`src/rtl/cfg_merge_pkg.sv`:
```
package cfg_merge_pkg;

  typedef enum logic [1:0] {
    SZ_BYTE = 2'b00,
    SZ_HALF = 2'b01,
    SZ_WORD = 2'b10,
    SZ_BAD  = 2'b11
  } xfer_size_e;

  typedef enum logic [1:0] {
    ST_IDLE,
    ST_READ,
    ST_WRITE,
    ST_RESP
  } brg_state_e;

  localparam int unsigned WORD_W = 32;

endpackage

```
`src/rtl/w1c_filter.sv`:
```
// Per-address keep mask: bits cleared here are clear-on-one status bits.
module w1c_filter #(
  parameter int unsigned ADDR_W = 12
) (
  input  logic [ADDR_W-1:0] word_addr,
  output logic [31:0]       keep_mask
);

  always_comb begin
    keep_mask = 32'hFFFF_FFFF;
    case (word_addr)
      ADDR_W'(12'h01C): keep_mask = 32'h00FF_FFFF;
      ADDR_W'(12'h050): keep_mask = 32'hFFF0_FFFF;
      ADDR_W'(12'h058): keep_mask = 32'h3FFF_FFFF;
      ADDR_W'(12'h078): keep_mask = 32'hF000_FFFF;
      ADDR_W'(12'h104),
      ADDR_W'(12'h110),
      ADDR_W'(12'h130),
      ADDR_W'(12'h180),
      ADDR_W'(12'h184),
      ADDR_W'(12'h188),
      ADDR_W'(12'h18C): keep_mask = 32'h0000_0000;
      default:          keep_mask = 32'hFFFF_FFFF;
    endcase
  end

endmodule

```
`src/rtl/lane_merge.sv`:
```
// Filters the old word and inserts the new lanes.
module lane_merge
  import cfg_merge_pkg::*;
(
  input  xfer_size_e  size,
  input  logic [1:0]  lane,
  input  logic [31:0] old_word,
  input  logic [31:0] keep_mask,
  input  logic [31:0] new_data,
  output logic [31:0] merged,
  output logic        filt_changed
);

  logic [4:0]  shamt;
  logic [31:0] lane_mask;
  logic [31:0] filtered;

  always_comb begin
    case (size)
      SZ_BYTE: begin
        shamt     = {lane, 3'b000};
        lane_mask = 32'h0000_00FF << shamt;
      end
      SZ_HALF: begin
        shamt     = {lane[1], 4'b0000};
        lane_mask = 32'h0000_FFFF << shamt;
      end
      default: begin
        shamt     = 5'd0;
        lane_mask = 32'hFFFF_FFFF;
      end
    endcase
  end

  assign filtered     = old_word & keep_mask;
  assign filt_changed = (filtered != old_word);
  assign merged       = (filtered & ~lane_mask) | ((new_data << shamt) & lane_mask);

endmodule

```
`src/rtl/cfg_merge_bridge.sv`:
```
module cfg_merge_bridge
  import cfg_merge_pkg::*;
#(
  parameter int unsigned       ADDR_W     = 12,
  parameter logic [ADDR_W-1:0] SPACE_LAST = ADDR_W'(12'h1FC)
) (
  input  logic              clk,
  input  logic              rst_n,
  input  logic              req_valid,
  output logic              req_ready,
  input  logic [ADDR_W-1:0] req_offset,
  input  logic [1:0]        req_size,
  input  logic [31:0]       req_data,
  output logic              rsp_valid,
  output logic              rsp_err,
  output logic              rf_rd_en,
  output logic              rf_wr_en,
  output logic [ADDR_W-1:0] rf_addr,
  output logic [31:0]       rf_wdata,
  input  logic [31:0]       rf_rdata,
  input  logic              rf_ack,
  input  logic              rf_err,
  output logic              w1c_hit
);

  brg_state_e        state_q, state_d;
  logic [ADDR_W-1:0] off_q, off_d;
  xfer_size_e        size_q, size_d;
  logic [31:0]       data_q, data_d;
  logic [31:0]       wdata_q, wdata_d;
  logic              err_q, err_d;
  logic              hit_q, hit_d;

  logic [ADDR_W-1:0] in_aligned;
  logic [ADDR_W-1:0] held_aligned;
  logic              out_of_range;
  logic              bad_shape;
  logic              accept;
  xfer_size_e        in_size;
  logic [31:0]       keep_mask;
  logic [31:0]       merged;
  logic              filt_changed;

  assign in_size      = xfer_size_e'(req_size);
  assign in_aligned   = {req_offset[ADDR_W-1:2], 2'b00};
  assign held_aligned = {off_q[ADDR_W-1:2], 2'b00};
  assign out_of_range = (in_aligned > SPACE_LAST);
  assign bad_shape    = (in_size == SZ_BAD) || ((in_size == SZ_HALF) && req_offset[0]);
  assign accept       = (state_q == ST_IDLE) && req_valid;

  w1c_filter #(.ADDR_W(ADDR_W)) u_filter (
    .word_addr (held_aligned),
    .keep_mask (keep_mask)
  );

  lane_merge u_merge (
    .size         (size_q),
    .lane         (off_q[1:0]),
    .old_word     (rf_rdata),
    .keep_mask    (keep_mask),
    .new_data     (data_q),
    .merged       (merged),
    .filt_changed (filt_changed)
  );

  // Next-state and datapath enables
  always_comb begin
    state_d = state_q;
    off_d   = off_q;
    size_d  = size_q;
    data_d  = data_q;
    wdata_d = wdata_q;
    err_d   = err_q;
    hit_d   = 1'b0;
    case (state_q)
      ST_IDLE: begin
        if (accept) begin
          off_d  = req_offset;
          size_d = in_size;
          data_d = req_data;
          if (out_of_range) begin
            err_d   = 1'b0;
            state_d = ST_RESP;
          end else if (bad_shape) begin
            err_d   = 1'b1;
            state_d = ST_RESP;
          end else if (in_size == SZ_WORD) begin
            wdata_d = req_data;
            state_d = ST_WRITE;
          end else begin
            state_d = ST_READ;
          end
        end
      end
      ST_READ: begin
        if (rf_ack) begin
          if (rf_err) begin
            err_d   = 1'b1;
            state_d = ST_RESP;
          end else begin
            wdata_d = merged;
            hit_d   = filt_changed;
            state_d = ST_WRITE;
          end
        end
      end
      ST_WRITE: begin
        if (rf_ack) begin
          err_d   = rf_err;
          state_d = ST_RESP;
        end
      end
      default: state_d = ST_IDLE;
    endcase
  end

  always_ff @(posedge clk or negedge rst_n) begin
    if (!rst_n) begin
      state_q <= ST_IDLE;
      off_q   <= '0;
      size_q  <= SZ_BYTE;
      data_q  <= '0;
      wdata_q <= '0;
      err_q   <= 1'b0;
      hit_q   <= 1'b0;
    end else begin
      state_q <= state_d;
      off_q   <= off_d;
      size_q  <= size_d;
      data_q  <= data_d;
      wdata_q <= wdata_d;
      err_q   <= err_d;
      hit_q   <= hit_d;
    end
  end

  assign req_ready = (state_q == ST_IDLE);
  assign rsp_valid = (state_q == ST_RESP);
  assign rsp_err   = err_q;
  assign rf_rd_en  = (state_q == ST_READ);
  assign rf_wr_en  = (state_q == ST_WRITE);
  assign rf_addr   = held_aligned;
  assign rf_wdata  = wdata_q;
  assign w1c_hit   = hit_q;

endmodule

```
`config.mk`:
```
export PLATFORM = sky130hd
export DESIGN_NAME = cfg_merge_bridge
export DESIGN_NICKNAME = d
export VERILOG_FILES = /design/src/rtl/cfg_merge_pkg.sv /design/src/rtl/w1c_filter.sv /design/src/rtl/lane_merge.sv /design/src/rtl/cfg_merge_bridge.sv
export SDC_FILE = /design/constraint.sdc
export NUM_CORES = 1
export LEC_CHECK = 0
export BUFFER_PORTS_ARGS = -buffer_cell sky130_fd_sc_hd__buf_2
export CORE_MARGIN = 8
export CORE_UTILIZATION = 45
export DETAILED_ROUTE_END_ITERATION = 7
export GPL_TIMING_DRIVEN = 0
export PLACE_DENSITY = 0.8
export SLEW_MARGIN = 5
export SYNTH_ARGS = -nofsm -noshare
export SYNTH_HDL_FRONTEND = slang
export SYNTH_SLANG_ARGS = --single-unit
```
`constraint.sdc`:
```
create_clock -name clk -period 2.1 [get_ports clk]
set_input_delay 0.63 -clock clk [delete_from_list [all_inputs] [get_ports clk]]
set_output_delay 0.63 -clock clk [all_outputs]
set_load 0.05 [all_outputs]
```
==> flow_metrics.env <==
export IMPL_crit_path_end_kind="primary output"
export IMPL_status="finished, final reports clean"
export IMPL_synth_area_leader_cell="dfrtp_1"
export IMPL_htreeDepth=3
export IMPL_p_leak_uw=0.00257
export IMPL_ys_warn_count=0
export IMPL_rsz0062_at_grt="yes"
export IMPL_synth_xor_area_share_pct=0.193
export IMPL_vias=4198
export IMPL_ys_seq_elements=82
export IMPL_synthCells=460
export IMPL_max_slew_margin_pct=55.0
export IMPL_insertion_delay_ns=0.37
export IMPL_timing_final_crit_share_pct=98.0
export IMPL_final_cell_mix="130 x buf_2, 82 x dfrtp_1, 66 x nand2_1, 50 x o21ai_0, 47 x mux2_2"
export IMPL_synthArstFlopShare_pct=100
export IMPL_clock_sinks=82
export IMPL_final_common_cell="buf_2"
export IMPL_final_max_slew_viol_count=0
export IMPL_timing_hold_ws_ns=0.240
export IMPL_worst_clock_skew_ns=0.00892
export IMPL_synth_edf_count=0
export IMPL_tritoncts="yes"
export IMPL_firstDrtPassIters=5
export IMPL_coreArea_mm2=0.00977
export IMPL_synthDistinctLibCells=59
export IMPL_power_density_mw_per_mm2=1840
export IMPL_grt_pass1_wl_mm=21.8
export IMPL_start_kind="register"
export IMPL_post_drt_via_cell_ratio=5.62
export IMPL_cp_required_ns=1.47
export IMPL_dp_hpwl_mm=11.0
export IMPL_gp_congestion=0.876
export IMPL_drt_initial_drc_count=340
export IMPL_hold_viol_final=0
export IMPL_synth_compound_area_share_pct=17.7
export IMPL_pin_count=133
export IMPL_period_needed_ns=2.06
export IMPL_synth_main_ff_cell="dfrtp_1"
export IMPL_grt_max_degree=43
export IMPL_max_cap_viol_count=0
export IMPL_dieArea_mm2=0.0135
export IMPL_postCtsHoldBufs=0
export IMPL_cp_cell_sequence="inv_1 > ha_2 > buf_6"
export IMPL_worstSetupPathType="register to primary output"
export IMPL_gr_total_overflow=0
export IMPL_drive_gt1_share_pct=41.7
export IMPL_worstMarginPinSlew_ns=0.669
export IMPL_fin_cells=747
export IMPL_yosys_area_share_simple_pct=17.0
export IMPL_syn_to_final_growth_pct=25.5
export IMPL_cts_root_buffer="clkbuf_8"
export IMPL_crit_arrival_ns=1.43
export IMPL_grt_pass1_vias=4239
export IMPL_track_usage_pct=21.1
export IMPL_setup_viol=0
export IMPL_post_place_cells=725
export IMPL_wirelength_mm=14.1
export IMPL_synth_top_family_by_area="compound AO/OA/AOI/OAI gates"
export IMPL_num_rows=36
export IMPL_slowest_delay_ns=0.44
export IMPL_critPathSlowestCell="dfrtp_1"
export IMPL_synthTopCellsByArea="dfrtp_1 45%, mux2_2 12%, o21ai_0 5.6%, nand2_1 5.6%, a21oi_1 2.6%"
export IMPL_clock_path_buffers=2
export IMPL_crit_fanout=8
export IMPL_die_w_um=116
export IMPL_cts_buffers_inserted=9
export IMPL_ant_nets=0
export IMPL_syn_cell_area_mm2=0.00453
export IMPL_synth_mux_area_share_pct=13.4
export IMPL_synth_fa_ha_area_share_pct=1.38
export IMPL_yosysSeqAreaShare_pct=45.3
export IMPL_total_power_uw=10500
export IMPL_ir_drop_mv=0.941
export IMPL_fin_nets=695
export IMPL_avgSynthCellArea_um2=9.86
export IMPL_min_path_type="input port to asynchronous set/reset pin"
export IMPL_port_buffers=130
export IMPL_start_util_pct=46.4
export IMPL_r2r_start="state_q[1]"
export IMPL_routedWlPerCell_um=18.9
export IMPL_crit_start="state_q[0]"
export IMPL_n_fill_cell=844
export IMPL_synth_top_cell_area_share_pct=45.3
export IMPL_clk_pin_slew_worst_paths_ns=0.08
export IMPL_max_freq_ghz=0.486
export IMPL_antenna_found_initial=2
export IMPL_drc=0
export IMPL_die_h_um=116
==> area by class of cell <==
cell class	instances	area (µm²)	share of cell area [%]
plain buffers	36	234	4.11
clock buffers	11	151	2.66
flip-flops and latches	82	2050	36.1
repair buffers	135	712	12.5
clock inverters	5	52.6	0.923
well taps	133	166	2.92
multi-input cells	340	2310	40.5
diodes	2	5.00	0.0879
inverters	3	11.3	0.198
==> state kept, by name (all words and copies together), names as in the netlist <==
| signal | flops |
|---|---|
| state_q | 2 |
| rf_wdata | 32 |
| data_q | 32 |
| w1c_hit | 1 |
| rsp_err | 1 |
| size_q | 2 |
| off_q | 12 |
==> metal layers <==
layer	vias up	share of wire [%]	global-route usage, %
li1	1953	-	-
met1	2035	41	25.4
met2	178	47	34.1
met3	30	8.9	6.05
met4	2	3.0	10.4
met5	-	0.064	0
==> cells by family (layout without fill, tap and decap cells) <==
family | count (synthesis) | count (layout)
other | 1 | 4
xor gates and xnor gates | 1 | 1
muxes | 55 | 55
adders and majority gates | 5 | 5
DFF | 82 | 82
buffers and inverters | 39 | 190
and+or+nand+nor | 145 | 145
AOI/OAI and AO/OA | 132 | 132
==> path summary, 6_finish.rpt <==
check,to,slack (ns),cells after the start
setup / recovery,req_ready,0.04,3
min in group clk,rf_wdata[22],0.48,2
hold / removal,off_q[8],0.24,1
max in group asynchronous,rf_wdata[6],1.26,2
setup reg to reg,rf_wdata[19],0.07,9
hold reg to reg,rf_wdata[22],0.48,2
==> power by group <==
part / internal, µW / switching (µW) / total, µW / leakage [µW]
sequential: 2390 / 642 / 3040 / 0.000975
clock: 608 / 593 / 1200 / 0.000105
combinational: 2150 / 4070 / 6220 / 0.00149
total: 5150 / 5310 / 10500 / 0.00257
==> repair_timing <==
item / CTS / global route
pin swaps: 1 / 3
gates resized for setup: 7 / 24
endpoints found under the setup margin: 61 / 53
setup buffers: 2 / 2
gates cloned: 0 / 0
==> critical path: cells and delay by family, from the launching register on <==
family | cells | cell delay, ns
buf+inv | 2 | 0.31
flops | 1 | 0.44
fa+ha+maj | 1 | 0.30
==> cell usage after synthesis, types with 3 or more instances <==
master / instances
dfrtp_1: 82
buf_2: 3
clkbuf_1: 16
a21oi_1: 24
o31ai_1: 3
nor4_1: 7
a221oi_1: 5
nand2_1: 68
o221ai_1: 5
o21ai_1: 12
inv_1: 3
buf_6: 3
buf_4: 14
o211ai_1: 4
ha_1: 5
nand3b_1: 3
nor2b_1: 4
mux2i_1: 8
a31oi_1: 13
nor3_1: 10
o21ai_0: 51
or3_1: 4
nor2_1: 22
mux2_2: 47
==> per-stage QoR <==
| stage | area [µm²] | worst slack, ns | util, % | TNS (ns) |
|---|---|---|---|---|
| floorplan | 4540 | 0.0288 | - | 0 |
| global placement | 5360 | -0.273 | 54.8 | -21.30 |
| detailed placement | 5380 | -0.338 | 55.1 | -7.44 |
| CTS | 5620 | -0.0539 | 57.5 | -0.822 |
| global route | 5690 | -0.0176 | 58.2 | -0.0610 |
| finish | 5690 | 0.0415 | 58.2 | 0 |
(Power assumes the default switching activity.)
